### src/rtl/nvmp_pkg.sv
package nvmp_pkg;
   localparam int CELL_W = 16;

   localparam logic [1:0] REG_KEY  = 2'd0;
   localparam logic [1:0] REG_CTRL = 2'd1;
   localparam logic [1:0] REG_STAT = 2'd2;

   localparam logic [1:0] SZ_BYTE = 2'd0;
   localparam logic [1:0] SZ_HALF = 2'd1;
   localparam logic [1:0] SZ_WORD = 2'd2;

   typedef enum logic [1:0] {
      KS_LOCKED = 2'd0,
      KS_HALF   = 2'd1,
      KS_OPEN   = 2'd2,
      KS_HARD   = 2'd3
   } key_state_e;
endpackage

### src/rtl/nvmp_keylock.sv
module nvmp_keylock
   import nvmp_pkg::*;
#(
   parameter logic [31:0] KEY_A = 32'h4E56_1A2B,
   parameter logic [31:0] KEY_B = 32'hC3D4_E5F6
) (
   input  logic        clk,
   input  logic        rst_n,
   input  logic        key_we,
   input  logic        key_full,
   input  logic [31:0] key_val,
   input  logic        relock,
   output logic        unlocked,
   output logic        hard_locked
);
   key_state_e state_q, state_d;

   always_comb begin
      state_d = state_q;
      if (key_we) begin
         unique case (state_q)
            KS_LOCKED: state_d = (key_full && key_val == KEY_A) ? KS_HALF : KS_HARD;
            KS_HALF:   state_d = (key_full && key_val == KEY_B) ? KS_OPEN : KS_HARD;
            default:   state_d = KS_HARD;
         endcase
      end else if (relock && state_q != KS_HARD) begin
         state_d = KS_LOCKED;
      end
   end

   always_ff @(posedge clk or negedge rst_n) begin
      if (!rst_n) state_q <= KS_LOCKED;
      else        state_q <= state_d;
   end

   assign unlocked    = (state_q == KS_OPEN);
   assign hard_locked = (state_q == KS_HARD);
endmodule

### src/rtl/nvmp_busy.sv
module nvmp_busy #(
   parameter int CYC = 4
) (
   input  logic clk,
   input  logic rst_n,
   input  logic start,
   output logic busy,
   output logic done
);
   localparam int CW = $clog2(CYC + 1);
   localparam logic [CW-1:0] LOAD = CW'(CYC);

   logic [CW-1:0] cnt_q;

   always_ff @(posedge clk or negedge rst_n) begin
      if (!rst_n)            cnt_q <= '0;
      else if (start)        cnt_q <= LOAD;
      else if (cnt_q != '0)  cnt_q <= cnt_q - 1'b1;
   end

   assign busy = (cnt_q != '0);
   assign done = (cnt_q == CW'(1)) && !start;
endmodule

### src/rtl/nvmp_array.sv
module nvmp_array
   import nvmp_pkg::*;
#(
   parameter int DEPTH  = 16,
   parameter int STRICT = 1
) (
   input  logic                        clk,
   input  logic                        rst_n,
   input  logic                        prog_en,
   input  logic [$clog2(DEPTH)-1:0]    prog_addr,
   input  logic [1:0]                  prog_size,
   input  logic [31:0]                 prog_data,
   input  logic [$clog2(DEPTH)-1:0]    rd_addr,
   output logic [CELL_W-1:0]           rd_data,
   output logic [DEPTH*CELL_W-1:0]     store_flat
);
   localparam int AW = $clog2(DEPTH);

   logic [CELL_W-1:0] cells [DEPTH];
   logic [CELL_W-1:0] lo_val, hi_val;
   logic              wr_lo, wr_hi;
   logic [AW-1:0]     hi_addr;

   assign hi_val  = prog_data[31:16];
   assign hi_addr = prog_addr + 1'b1;
   assign wr_lo   = prog_en;

   generate
      if (STRICT != 0) begin : g_strict
         assign lo_val = (prog_size == SZ_HALF) ? prog_data[15:0] : '1;
         assign wr_hi  = 1'b0;
      end else begin : g_relaxed
         assign lo_val = (prog_size == SZ_BYTE) ? {8'hFF, prog_data[7:0]} : prog_data[15:0];
         assign wr_hi  = prog_en && (prog_size == SZ_WORD);
      end
   endgenerate

   for (genvar g = 0; g < DEPTH; g++) begin : g_cell
      always_ff @(posedge clk or negedge rst_n) begin
         if (!rst_n)
            cells[g] <= '1;
         else if (wr_lo && prog_addr == AW'(g))
            cells[g] <= cells[g] & lo_val;
         else if (wr_hi && hi_addr == AW'(g))
            cells[g] <= cells[g] & hi_val;
      end
      assign store_flat[g*CELL_W +: CELL_W] = cells[g];
   end

   assign rd_data = cells[rd_addr];
endmodule

### src/rtl/nvm_prog_ctrl.sv
module nvm_prog_ctrl
   import nvmp_pkg::*;
#(
   parameter int          DEPTH    = 16,
   parameter int          BUSY_CYC = 4,
   parameter int          STRICT   = 1,
   parameter logic [31:0] KEY_A    = 32'h4E56_1A2B,
   parameter logic [31:0] KEY_B    = 32'hC3D4_E5F6
) (
   input  logic                     clk,
   input  logic                     rst_n,
   input  logic [1:0]               reg_addr,
   input  logic [31:0]              reg_wdata,
   input  logic [3:0]               reg_be,
   input  logic                     reg_we,
   output logic [31:0]              reg_rdata,
   input  logic [$clog2(DEPTH)-1:0] mem_addr,
   input  logic [31:0]              mem_wdata,
   input  logic [1:0]               mem_size,
   input  logic                     mem_we,
   output logic [15:0]              mem_rdata,
   output logic                     bus_fault,
   output logic                     irq
);
   if (DEPTH < 2 || (DEPTH & (DEPTH - 1)) != 0) begin : g_bad_depth
      $error("DEPTH must be a power of two of at least 2");
   end
   if (BUSY_CYC < 1) begin : g_bad_busy
      $error("BUSY_CYC must be at least 1");
   end
   if (KEY_A == KEY_B) begin : g_bad_keys
      $error("KEY_A and KEY_B must differ");
   end

   logic                    unlocked, hard_locked;
   logic                    busy, done;
   logic                    seq_err, par_err, eop, ien;
   logic                    size_ok, prog_try, accept;
   logic                    key_we, ctrl_we, stat_we, relock;
   logic [DEPTH*CELL_W-1:0] store_flat;

   assign key_we  = reg_we && reg_addr == REG_KEY;
   assign ctrl_we = reg_we && reg_addr == REG_CTRL;
   assign stat_we = reg_we && reg_addr == REG_STAT && reg_be[0];
   assign relock  = ctrl_we && reg_be[3] && reg_wdata[31];

   assign size_ok  = (STRICT != 0) ? (mem_size == SZ_HALF) : (mem_size != 2'd3);
   assign prog_try = mem_we && size_ok;
   assign accept   = prog_try && unlocked && !busy && !seq_err && !par_err;

   nvmp_keylock #(.KEY_A(KEY_A), .KEY_B(KEY_B)) i_keylock (
      .clk(clk), .rst_n(rst_n), .key_we(key_we), .key_full(&reg_be),
      .key_val(reg_wdata), .relock(relock),
      .unlocked(unlocked), .hard_locked(hard_locked)
   );

   nvmp_busy #(.CYC(BUSY_CYC)) i_busy (
      .clk(clk), .rst_n(rst_n), .start(accept), .busy(busy), .done(done)
   );

   nvmp_array #(.DEPTH(DEPTH), .STRICT(STRICT)) i_array (
      .clk(clk), .rst_n(rst_n), .prog_en(accept), .prog_addr(mem_addr),
      .prog_size(mem_size), .prog_data(mem_wdata), .rd_addr(mem_addr),
      .rd_data(mem_rdata), .store_flat(store_flat)
   );

   always_ff @(posedge clk or negedge rst_n) begin
      if (!rst_n) begin
         seq_err   <= 1'b0;
         par_err   <= 1'b0;
         eop       <= 1'b0;
         ien       <= 1'b0;
         bus_fault <= 1'b0;
      end else begin
         bus_fault <= mem_we && !size_ok;
         if (prog_try && (!unlocked || busy)) seq_err <= 1'b1;
         else if (stat_we && reg_wdata[2])    seq_err <= 1'b0;
         if (prog_try && !unlocked)           par_err <= 1'b1;
         else if (stat_we && reg_wdata[3])    par_err <= 1'b0;
         if (done)                            eop <= 1'b1;
         else if (stat_we && reg_wdata[1])    eop <= 1'b0;
         if (ctrl_we && reg_be[0] && unlocked) ien <= reg_wdata[0];
      end
   end

   assign irq = eop && ien;

   always_comb begin
      reg_rdata = '0;
      unique case (reg_addr)
         REG_CTRL: reg_rdata = {!unlocked, hard_locked, 29'd0, ien};
         REG_STAT: reg_rdata = {28'd0, par_err, seq_err, eop, busy};
         default:  reg_rdata = '0;
      endcase
   end
endmodule

### config.mk
export PLATFORM = sky130hd
export DESIGN_NAME = nvm_prog_ctrl
export DESIGN_NICKNAME = d
export VERILOG_FILES = /design/src/rtl/nvmp_pkg.sv /design/src/rtl/nvmp_keylock.sv /design/src/rtl/nvmp_busy.sv /design/src/rtl/nvmp_array.sv /design/src/rtl/nvm_prog_ctrl.sv
export SDC_FILE = /design/constraint.sdc
export NUM_CORES = 1
export LEC_CHECK = 0
export ABC_AREA = 1
export BUFFER_PORTS_ARGS = -buffer_cell sky130_fd_sc_hd__buf_2
export CORE_MARGIN = 10
export CORE_UTILIZATION = 50
export CTS_CLUSTER_SIZE = 30
export DETAILED_ROUTE_END_ITERATION = 10
export PLACE_DENSITY = 0.69
export SETUP_SLACK_MARGIN = 0.3
export SYNTH_ARGS = -nofsm -noshare
export SYNTH_HDL_FRONTEND = slang
export SYNTH_SLANG_ARGS = --single-unit
export TNS_END_PERCENT = 5
### constraint.sdc
create_clock -name clk -period 3 [get_ports clk]
set_input_delay 0.45 -clock clk [delete_from_list [all_inputs] [get_ports clk]]
set_output_delay 0.45 -clock clk [all_outputs]
set_load 0.02 [all_outputs]
# Word-level counts from Yosys, hierarchy flattened

Cells that the tools add are included.
W data, S select, Z words.

Input port bits: 80
Word-level logic and storage cells: 142
Bits in registers: 266
Output and inout port bits: 50

$add $sub $neg: 1
Order comparisons: 1
Muxes and demuxes: 18
Equality and inequality tests: 25
Reductions and logical operators: 57
Bitwise logic cells: 17

Operators with widths:

| cell                   | number |
|---|---|
| $and A16 B16 Y16       | 16 |
| $bmux W16 S4           | 1 |
| $pmux W32 S2           | 1 |
| $mux W16               | 3 |
| $logic_and A1 B1 Y1    | 40 |
| $eq A32 B31 Y1 const B | 1 |
| $eq A32 B32 Y1 const B | 1 |
| $eq A4 B4 Y1 const B   | 8 |
| $eq A4 B3 Y1 const B   | 4 |
| $reduce_bool A2 Y1     | 5 |
| $eq A4 B2 Y1 const B   | 2 |
| $mux W1                | 7 |
| $eq A2 B1 Y1 const B   | 3 |
| $eq A2 B2 Y1 const B   | 3 |
| $logic_not A1 Y1       | 6 |
| $mux W2                | 3 |
| $mux W3                | 2 |
| $ge A5 B5 Y1 const B   | 1 |
| $not A4 Y5             | 1 |
| $eq A4 B1 Y1 const B   | 1 |
| $logic_not A2 Y1       | 2 |
| $logic_not A4 Y1       | 1 |
| $pmux W2 S2            | 1 |
| $reduce_and A4 Y1      | 1 |
| other kinds (5)        | 5 |

# Depth between registers and ports, before layout

Gate-level depths: netlist (run 1).

Depth in word-level cells: 9
Mapped depth: 11

# Cells and area by module

From an unflattened synthesis (run 1), not the netlist that was laid out.

Cell total of the unflattened synthesis: 1596
Area, all modules: 12969.9 µm²

By module, submodules not included:

| module        | cells an instance | area an instance (µm²) | instances |
|---|---|---|---|
| nvmp_array    | 1398              | 11802.6                | 1 |
| nvm_prog_ctrl | 86                | 579.3                  | 1 |
| nvmp_keylock  | 87                | 394.1                  | 1 |
| nvmp_busy     | 25                | 193.9                  | 1 |

# Worst setup path after synthesis (run 1)

OpenSTA, ideal clock, no wires.

Path type: input-to-output
From: in mem_addr[0]
To: out mem_rdata[10]
Stages: 8
Path buffers: 3
Setup slack: 1.009 ns
Arrival time: 1.541 ns
Cell sequence: buf_2 nor2_1 buf_2 clkbuf_1 nand2_1 nand3_1 nand2_1 nand4_1

Longest elaborated chain between the ends: 4

RTL lines:

| what                                        | line                | text |
|---|---|---|
| from (decl)                                 | nvm_prog_ctrl.sv:17 | `input logic [$clog2(DEPTH)-1:0] mem_addr,` |
| $not A4 Y5 (not written as such)            | nvmp_array.sv:50    | `assign rd_data = cells[rd_addr];` |
| $bmux W16 S4                                | nvmp_array.sv:50    |  |
| $mux W16 (not written as such) (2 in a row) | nvmp_array.sv:50    |  |
| to (decl)                                   | nvm_prog_ctrl.sv:21 | `output logic [15:0] mem_rdata,` |

No other way between the ends. The select of a mux whose other input is x is not followed.

# Worst setup path after layout (run 1)

From: in mem_addr[0]
To: out mem_rdata[14]

Same word-level chain as after synthesis.

==> reports/metrics.csv, run 1 <==
metric,value,unit
"commonest non-fill, non-tap cells in the layout","723 x nand2_1, 299 x inv_1, 289 x nand4_1",
IO Pins,130,
Crit. End Element,output port,
Max VDD drop,0.000335,V
die area,35700,sq um
grt total ovfl,0,
sequential-to-total area share from yosys stat,48.9,%
clk sink count,266,
Netlist cell types,24,
gpl congestion,0.767,
yosys warns,0,
port buffer count,87,
Initial Util,51.0,%
"commonest non-fill, non-tap cell in the layout",nand2_1,
DR iter-0 viols,1026,
Reg area,6980,sq um
final hold violations,0,
remaining antenna violation count,0,
Leak Pwr,8.30,nW
row count,61,
first-pass GRT wire length,60200,um
clock transition at the registers of the reported paths,60,ps
CTS Buf Count,30,
clk root buf,clkbuf_16,
final slew viol count,0,
crit start category,primary input,
RSZ-0062 raised after global routing,no,
overall routing resource usage,19.8,%
largest net degree at the start of global routing,88,
layout cells sized above 1,24.2,%
Longest Clk Path Bufs,3,
Detailed Routing Iterations Pass 1,7,
dpl cells,2251,
DP Worst Slack,544,ps
vias per cell,5.28,
vias,12176,
Multi-input gate area,5370,sq um
Syn Area/Cell,7.60,sq um
FMAX,398,MHz
detailed placement HPWL,21200,um
#FFs+latches synth,266,
Fillers,2598,
status,"finished, final reports clean",
CTS resizes,0,
H-Tree Depth,1,
Final #Nets,1992,
Power Dens Cells,514,nW/um^2
"Worst Setup Slack, final",486,ps
Synth area leaders,"dfstp_2 47%, nand2_1 19%, nand4_1 13%",
DR DRC count,0,
Worst Hold Class,in -> reg,
post-synth top area share,47.1,%
Setup Skew,10.7,ps
MaxCap Viol Count,0,
WL per Instance,15.5,um
DRT Wirelength,35700,um
Worst EP required,2550,ps
worst-skew pair later-pin latency,550,ps
Rel. slew slack,41.7,%
TritonCTS clock tree,yes,
final cell count without fillers,2308,
fin crit period,2510,ps
Critical Path AT,2060,ps
Core ar.,28000,sq um
number of global-route vias before repair,12061,
final period utilization,83.8,%
Setup Crit Path Kind,in -> out,
Antenna diodes,0,
Post-Synthesis Cells,1879,
P&R area growth vs syn,12.7,%
"critical path fanouts, max",66,
"area leader, netlist",dfstp_2,
Die Ht,189,um
initial antenna violation count,0,
Synth Cell Area,14300,sq um
setup TNS,0,ps
final setup violation count,0,
die width,189,um
Worst-Margin Slew,874,ps
[critical path, cell delays in order]
cell and delay [ps]:
buf_2 180, buf_4 210, nor2_4 220, buf_12 330, nand2_1 110, nand3_1 110
nand2_1 60, nand4_1 180, buf_2 200
[area by class of cell]
cell class                 count  area share (%)
tap                          378            2.94
clock buffer                  45            5.77
clock inverter                11           0.879
sequential                   266            43.4
inverter                     303            7.08
multi-input combinational   1172            33.4
timing repair buffer         133            6.56
[Yosys cell counts (all sizes together)]
cell type / instances
nor2: 55
ha: 6
or2: 2
buf: 105
clkbuf: 58
o22ai: 1
inv: 303
nand3: 56
conb: 1
nand4: 289
a21oi: 1
nor3: 3
dfstp: 256
o21ai: 9
nand2: 723
dfrtp: 10
xnor2: 1
[flip-flops by register name (all words and copies together) (netlist names)]
register / count
i_array.store_flat: 256
bus_fault: 1
ien: 1
i_keylock.state_q: 2
par_err: 1
eop: 1
i_busy.cnt_q: 3
seq_err: 1
[repair_timing]
action,in CTS,in global routing
setup buffers,0,0
endpoints found under the hold margin,3,0
hold buffers,1,0
setup endpoints to repair,0,0
[power by group]
| group | total [mW] | internal [mW] | leakage [nW] | switching (mW) |
|---|---|---|---|---|
| Clock | 3.85 | 2.39 | 0.527 | 1.46 |
| Sequential | 3.69 | 3.65 | 2.75 | 0.0381 |
| Combinational | 0.738 | 0.199 | 5.02 | 0.538 |
[kinds of logic (layout without fill, tap and decap cells)]
| kind of cell | Yosys count | in the layout | synth area share, % |
|---|---|---|---|
| buffers and inverters | 466 | 492 | 14.5 |
| AND/OR/NAND/NOR | 1128 | 1128 | 35.7 |
| flip-flops | 266 | 266 | 48.9 |
| adder cells (fa/ha/maj) | 6 | 6 | 0.526 |
| XOR/XNOR | 1 | 1 | 0.0614 |
| other | 1 | 26 | 0.0263 |
| AO/OA/AOI/OAI | 11 | 11 | 0.394 |
[path summary, 6_finish.rpt]
| kind | from | endpoint | slack (ps) | depth (start not counted) |
|---|---|---|---|---|
| setup / recovery | mem_addr[0] | mem_rdata[14] | 490 | 9 |
| hold / removal | mem_we | bus_fault | 120 | 3 |
| setup reg to reg | i_busy.cnt_q[0] | i_array.store_flat[124] | 780 | 10 |
| hold reg to reg | i_array.store_flat[218] | i_array.store_flat[218] | 450 | 2 |
| max in group asynchronous | rst_n | i_array.store_flat[45] | 1620 | 3 |
| min in group asynchronous | rst_n | seq_err | 470 | 2 |
[per-stage QoR]
| stage | utilization (%) | hold slack, ps | area [sq um] | total power, mW |
|---|---|---|---|---|
| 2_1_floorplan | - | 154 | 14400 | 4.17 |
| 3_3_place_gp | 53.6 | 437 | 15000 | 4.45 |
| 3_5_place_dp | 53.6 | 440 | 15000 | 4.48 |
| 4_1_cts | 57.4 | 105 | 16100 | 8.36 |
| 5_1_grt | 57.4 | 122 | 16100 | 8.59 |
| 6_report | 57.4 | 118 | 16100 | 8.27 |
[per-layer routing]
layer	wire length, um	track usage [%]
met1	16400	26.3
met2	16700	33.1
met3	2060	3.33
met4	553	4.40
met5	0	0
(Power assumes the default switching activity.)
==> run 2: changes to the inputs <==
- ABC_AREA: 1 -> 0
- PLACE_DENSITY: 0.69 -> 0.7
- clock period: 3 -> 2.57 ns (I/O delays scaled with it)
==> run 2 against run 1 <==
Sequential share of layout area is 6.0 points higher. Cell area fell by 12%. Synthesized cell count decreased by 55%. Non-clock buffer count rose by 27. Largest power group is now sequential cells. Critical path type is now reg -> out. Critical endpoint is now mem_rdata[15]. Combinational power shrank 8.5%. Sequential cell count unchanged. Hold slack worse by 16 ps. Clock skew up 1.9 ps. Routed wire length decreased by 17%.
==> reports/metrics.csv, run 2 <==
metric,value,unit,change
Leak Pwr,5.48,nW,-34%
largest net degree at the start of global routing,73,,-17%
Longest Clk Path Bufs,3,,unchanged
Synth top cells by count,"256 x a21boi_0, 256 x dfstp_2, 64 x mux4_2",,
Netlist cell types,42,,+75%
DR iter-0 viols,466,,-55%
final core occ,60.3,%,+2.8 points
Die Ht,174,um,-7.8%
DRT Wirelength,29600,um,-17%
row count,56,,-8.2%
Critical Path AT,1870,ps,-190 ps
Antenna diodes,0,,unchanged
Post-synth EDFFs,0,,unchanged
"commonest non-fill, non-tap cells in the layout","256 x dfstp_2, 255 x a21boi_0, 80 x buf_2",,
Setup Skew,12.5,ps,+1.87 ps
vias per cell,5.79,,+9.8%
Final #Nets,1059,,-47%
Worst-Margin Slew,773,ps,-101 ps
flip-flop count of the largest register after layout,256,,unchanged
"area leader, netlist",dfstp_2,,
FMAX,443,MHz,
mux contribution to synthesized area,12.2,%,+12 points
Crit. End Element,output port,,
P&R area growth vs syn,18.9,%,
Post-synth ARST share,100,%,unchanged
Initial Util,50.7,%,-0.28 points
DP Worst Slack,202,ps,-342 ps
TritonCTS clock tree,yes,,
setup TNS,0,ps,unchanged
Synth Area in Adders,0.631,%,+0.11 points
"critical path fanouts, max",2,,-97%
RSZ-0062 raised after global routing,yes,,
clk sink count,266,,unchanged
status,"finished, final reports clean",,
Setup Crit Path Kind,reg -> out,,
Simple-Gate Fraction of Synth Area,5.72,%,-30 points
port buffer count,87,,unchanged
Power Dens Cells,638,nW/um^2,+24%
"Worst Setup Slack, final",313,ps,-172 ps
#FFs+latches synth,266,,unchanged
crit start category,flop,,
clk root buf,clkbuf_16,,
Post-Synthesis Cells,843,,-55%
final setup violation count,0,,unchanged
Synth Cell Area,11900,sq um,-17%
overall routing resource usage,19.4,%,-0.41 points
final hold violations,0,,unchanged
DR DRC count,0,,unchanged
Placed Area,13100,sq um,-13%
Worst EP required,2180,ps,-370 ps
yosys warns,0,,unchanged
Max VDD drop,0.000548,V,+64%
WL per Instance,22.6,um,+46%
Syn Area/Cell,14.1,sq um,+86%
post-synthesis compound-gate area fraction,18.7,%,+18 points
final period utilization,87.8,%,
Rel. slew slack,48.5,%,+6.8 points
sequential-to-total area share from yosys stat,58.6,%,+9.8 points
Core ar.,23500,sq um,-16%
initial antenna violation count,0,,unchanged
IO Pins,130,,unchanged
detailed placement HPWL,19100,um,-9.6%
H-Tree Depth,1,,unchanged
first-pass GRT wire length,47200,um,-22%
"commonest non-fill, non-tap cell in the layout",dfstp_2,,
largest family of logic cells by synthesized area,compound AO/OA/AOI/OAI gates,,
grt total ovfl,0,,unchanged
die width,174,um,-7.8%
fin crit period,2260,ps,
Synth area leaders,"dfstp_2 57%, a21boi_0 16%, mux4_2 12%",,
worst-skew pair later-pin latency,540,ps,about the same
hold bufs inserted after CTS,0,,-1
gpl congestion,0.831,,+8.4%
vias,7591,,-38%
remaining antenna violation count,0,,unchanged
Detailed Routing Iterations Pass 1,7,,unchanged
clock transition at the registers of the reported paths,60,ps,about the same
number of global-route vias before repair,8102,,-33%
layout cells sized above 1,56.5,%,+32 points
Final Cell Area,14100,sq um,-12%
final slew viol count,0,,unchanged
MaxCap Viol Count,0,,unchanged
post-synth top area share,56.5,%,+9.4 points
CTS Buf Count,28,,-6.7%
Post-synth top flop,dfstp_2,,
Worst Hold Class,in -> reg,,
die area,30400,sq um,-15%
Synth Area in XOR/XNOR,0.0736,%,+0.012 points
[run 2: changes by cell type after synthesis, moves of 53 or more]
cell,change
nand2_1,-695
nand3_1,-53
mux4_2,+64
inv_1,-294
a21boi_0,+256
nand4_1,-282
[run 2: worst max-delay path, stage by stage, from the launching register on]
cell and delay (ps):
dfstp_2 360, mux4_2 470, a22oi_2 230, nand2_2 100, buf_2 170
[run 2: layout make-up]
cell class	count	area, sq um
fill	1787	9330
clock buffer	41	841
timing repair buffer	160	1160
tap	319	399
clock inverter	8	92.6
inverter	6	22.5
multi-input combinational	511	4650
sequential	266	6980
[run 2: per-layer routing]
metal / track usage (%) / wire (um)
met1: 26.9 / 13200
met2: 30.3 / 13600
met3: 4.18 / 2240
met4: 4.88 / 565
met5: 0 / 0
[run 2: power breakdown]
| group | total, mW | internal [mW] | switching, mW | leakage, nW |
|---|---|---|---|---|
| combinational | 0.675 | 0.268 | 0.407 | 2.27 |
| sequential | 4.29 | 4.25 | 0.0377 | 2.75 |
| clock | 4.07 | 2.45 | 1.62 | 0.462 |
| total | 9.03 | 6.97 | 2.06 | 5.48 |
[run 2: cells by family after synthesis]
family / count (synthesis)
adders and majority gates: 6
AOI/OAI and AO/OA: 298
other: 1
xor gates and xnor gates: 1
DFF: 266
muxes: 65
and+or+nand+nor: 115
buffers and inverters: 91
[run 2: what timing repair did]
item / in CTS / in global routing
buffers inserted: 1 / 2
pin swaps: 4 / 10
hold endpoints to repair: 0 / 0
resized for setup: 10 / 24
setup endpoints to repair: 15 / 17
[run 2: final timing paths]
path	startpoint	endpoint	slack, ps	depth (start not counted)
max	i_array.store_flat[191]	mem_rdata[15]	310	4
min	mem_we	bus_fault	100	2
max reg2reg	i_busy.cnt_q[1]	i_array.store_flat[9]	470	7
min reg2reg	i_array.store_flat[124]	i_array.store_flat[124]	480	1
max in group asynchronous	rst_n	i_array.store_flat[107]	2030	2
min in group asynchronous	rst_n	i_array.store_flat[67]	170	1
[run 2: through the flow]
stage               cells  hold slack (ps)  power [mW]
floorplan             868             89.9        4.71
global placement     1259              466        4.98
detailed placement   1259              470        4.99
CTS                  1309             74.6        9.09
global route         1311             74.7        9.36
finish               1311              102        9.03
==> run 3: changes to the inputs <==
- CORE_UTILIZATION: 50 -> 40
- PLACE_DENSITY: 0.7 -> default
==> run 3 against run 2 <==
Routed wire length rose by 1.2%. Critical path type unchanged. Critical endpoint is now mem_rdata[0]. Largest power group unchanged. Sequential power about the same. Cell area shrank 0.26%. Register-to-register slack improved by 20 ps. Sequential cell count did not move. Global-route usage shrank 3.2 points. Combinational power down 3%. First-iteration DRC count shrank 10%.
==> reports/metrics.csv, run 3 (synthesis gave the netlist of run 2 again) <==
metric,value,unit,change
status,"finished, final reports clean",,
final slew viol count,0,,unchanged
Detailed Routing Iterations Pass 1,4,,-3
Multi-input gate area,4630,sq um,-0.40%
layout cells sized above 1,55.5,%,-0.93 points
FMAX,437,MHz,-1.3%
Int Pwr,6.89,mW,-1.1%
"commonest non-fill, non-tap cells in the layout","256 x dfstp_2, 255 x a21boi_0, 82 x buf_2",,
Clk pwr share,44.9,%,about the same
number of global-route vias before repair,7744,,-4.4%
DRT Wirelength,30000,um,+1.2%
Slowest cell on crit path,mux4_2,,
detailed placement HPWL,19700,um,+3.0%
crit-path cells,mux4_2 > a22oi_2 > nand2_1 > buf_2,,
crit start category,flop,,
"CP delay by family, top",multiplexers,,
DR DRC count,0,,unchanged
vias,7381,,-2.8%
die width,192,um,+10%
port buffer count,87,,unchanged
Final #Nets,1052,,-0.66%
"critical path fanouts, max",2,,unchanged
sw frac,23.2,%,+0.34 points
R2R depth,7,,unchanged
buffers plus inverters on the worst setup path,1,,unchanged
flip-flop count of the largest register after layout,256,,unchanged
Core ar.,29500,sq um,+26%
Worst R2R Setup Slack,490,ps,+20 ps
H-Tree Depth,1,,unchanged
CTS Buf Count,27,,-3.6%
Psw,2.08,mW,+0.86%
Setup Skew,11.3,ps,-1.22 ps
largest net degree at the start of global routing,82,,+12%
vias per cell,5.36,,-7.5%
MaxCap Viol Count,0,,unchanged
TritonCTS clock tree,yes,,
die area,37000,sq um,+22%
Die Ht,192,um,+10%
Seq pwr share,47.8,%,+0.3 points
first-pass GRT wire length,46700,um,-0.91%
remaining antenna violation count,0,,unchanged
gpl congestion,0.848,,+2.0%
r2r endpoint,i_array.store_flat[236],,
Rel. slew slack,30.7,%,-18 points
dpl cells,1325,,+5.2%
Fillers,2591,,+45%
DR iter-0 viols,419,,-10%
Power Dens Cells,636,nW/um^2,-0.37%
hold bufs inserted after CTS,0,,unchanged
fin crit period,2290,ps,+29.7 ps
Crit path depth,4,,unchanged
CP Launch Point,i_array.store_flat[176],,
Leak Pwr,5.42,nW,-1.0%
"commonest non-fill, non-tap cell in the layout",dfstp_2,,
Critical Path AT,1900,ps,+30 ps
Setup Crit Path Kind,reg -> out,,
setup TNS,0,ps,unchanged
Crit. End Element,output port,,
final period utilization,89.0,%,+1.2 points
RSZ-0062 raised after global routing,yes,,
Combinational Power Share,7.3,%,-0.2 points
worst-skew pair later-pin latency,540,ps,about the same
clk sink count,266,,unchanged
crit path to,mem_rdata[0],,
overall routing resource usage,16.2,%,-3.2 points
Worst Hold Class,in -> reg,,
row count,63,,+13%
reg2reg start,i_busy.cnt_q[1],,
P&R area growth vs syn,18.6,%,
Initial Util,40.4,%,-10 points
Worst EP required,2180,ps,about the same
Reg area,6980,sq um,unchanged
Worst-Margin Slew,1040,ps,+263 ps
clock transition at the registers of the reported paths,60,ps,about the same
clk root buf,clkbuf_16,,
initial antenna violation count,1,,+1
IO Pins,130,,unchanged
final cell count without fillers,1378,,+5.1%
final setup violation count,0,,unchanged
Max stage delay on crit path,460,ps,about the same
grt total ovfl,0,,unchanged
WL per Instance,21.8,um,-3.8%
Max VDD drop,0.000509,V,-7.0%
Longest Clk Path Bufs,3,,unchanged
final hold violations,0,,unchanged
-- run 3: worst min path at each step --
| stage | startpoint | cells after the start | to |
|---|---|---|---|
| 2_1_floorplan | rst_n | 0 | bus_fault |
| 3_3_place_gp | i_array.store_flat[176] | 1 | i_array.store_flat[176] |
| 3_5_place_dp | i_array.store_flat[176] | 1 | i_array.store_flat[176] |
| 4_1_cts | mem_we | 2 | bus_fault |
| 5_1_grt | mem_we | 2 | bus_fault |
| 6_report | mem_we | 2 | bus_fault |
-- run 3: area by class of cell --
| class | instances | share of cell area (%) |
|---|---|---|
| Timing Repair Buffer | 154 | 7.61 |
| Multi-Input combinational cell | 511 | 32.8 |
| Inverter | 6 | 0.160 |
| Sequential cell | 266 | 49.4 |
| Clock inverter | 11 | 1.00 |
| Clock buffer | 39 | 5.46 |
| Antenna cell | 1 | 0.0177 |
| Tap cell | 390 | 3.46 |
-- run 3: metal layers --
metal	global-route usage, %	up-vias	wire length (um)
met5	0	-	0
met4	3.79	0	495
met3	2.35	33	1740
met2	25.3	179	13800
met1	23.3	3853	14000
li1	-	3316	-
-- run 3: stage by stage --
stage | worst slack [ps] | utilization (%) | hold slack, ps | area, sq um | power [mW]
finish | 284 | 47.9 | 90.4 | 14100 | 8.97
floorplan | 420 | - | 89.9 | 12000 | 4.71
global route | 242 | 47.9 | 72.6 | 14100 | 9.33
detailed placement | 165 | 44.4 | 470 | 13100 | 4.98
global placement | 165 | 44.4 | 466 | 13100 | 4.97
CTS | 258 | 47.6 | 76.7 | 14000 | 9.06
-- run 3: repair_timing --
item | in CTS | in global routing
gates resized for setup | 8 | 17
pin swaps | 0 | 2
buffers inserted | 1 | 1
setup endpoints to repair | 17 | 22
-- run 3: power groups by stage --
stage	clock network (mW)	logic (mW)	registers, mW
2_1_floorplan	0	0.372	4.34
3_3_place_gp	0	0.626	4.35
3_5_place_dp	0	0.631	4.35
4_1_cts	4.12	0.654	4.29
5_1_grt	4.30	0.737	4.29
6_report	4.03	0.656	4.29
-- run 3: worst reg2reg max path: stages (launching register included) --
cell and delay [ps]:
dfrtp_1 370, inv_1 90, ha_1 190, nor4b_4 370
nand4_1 310, nor2_1 210, buf_4 280, a21boi_0 140
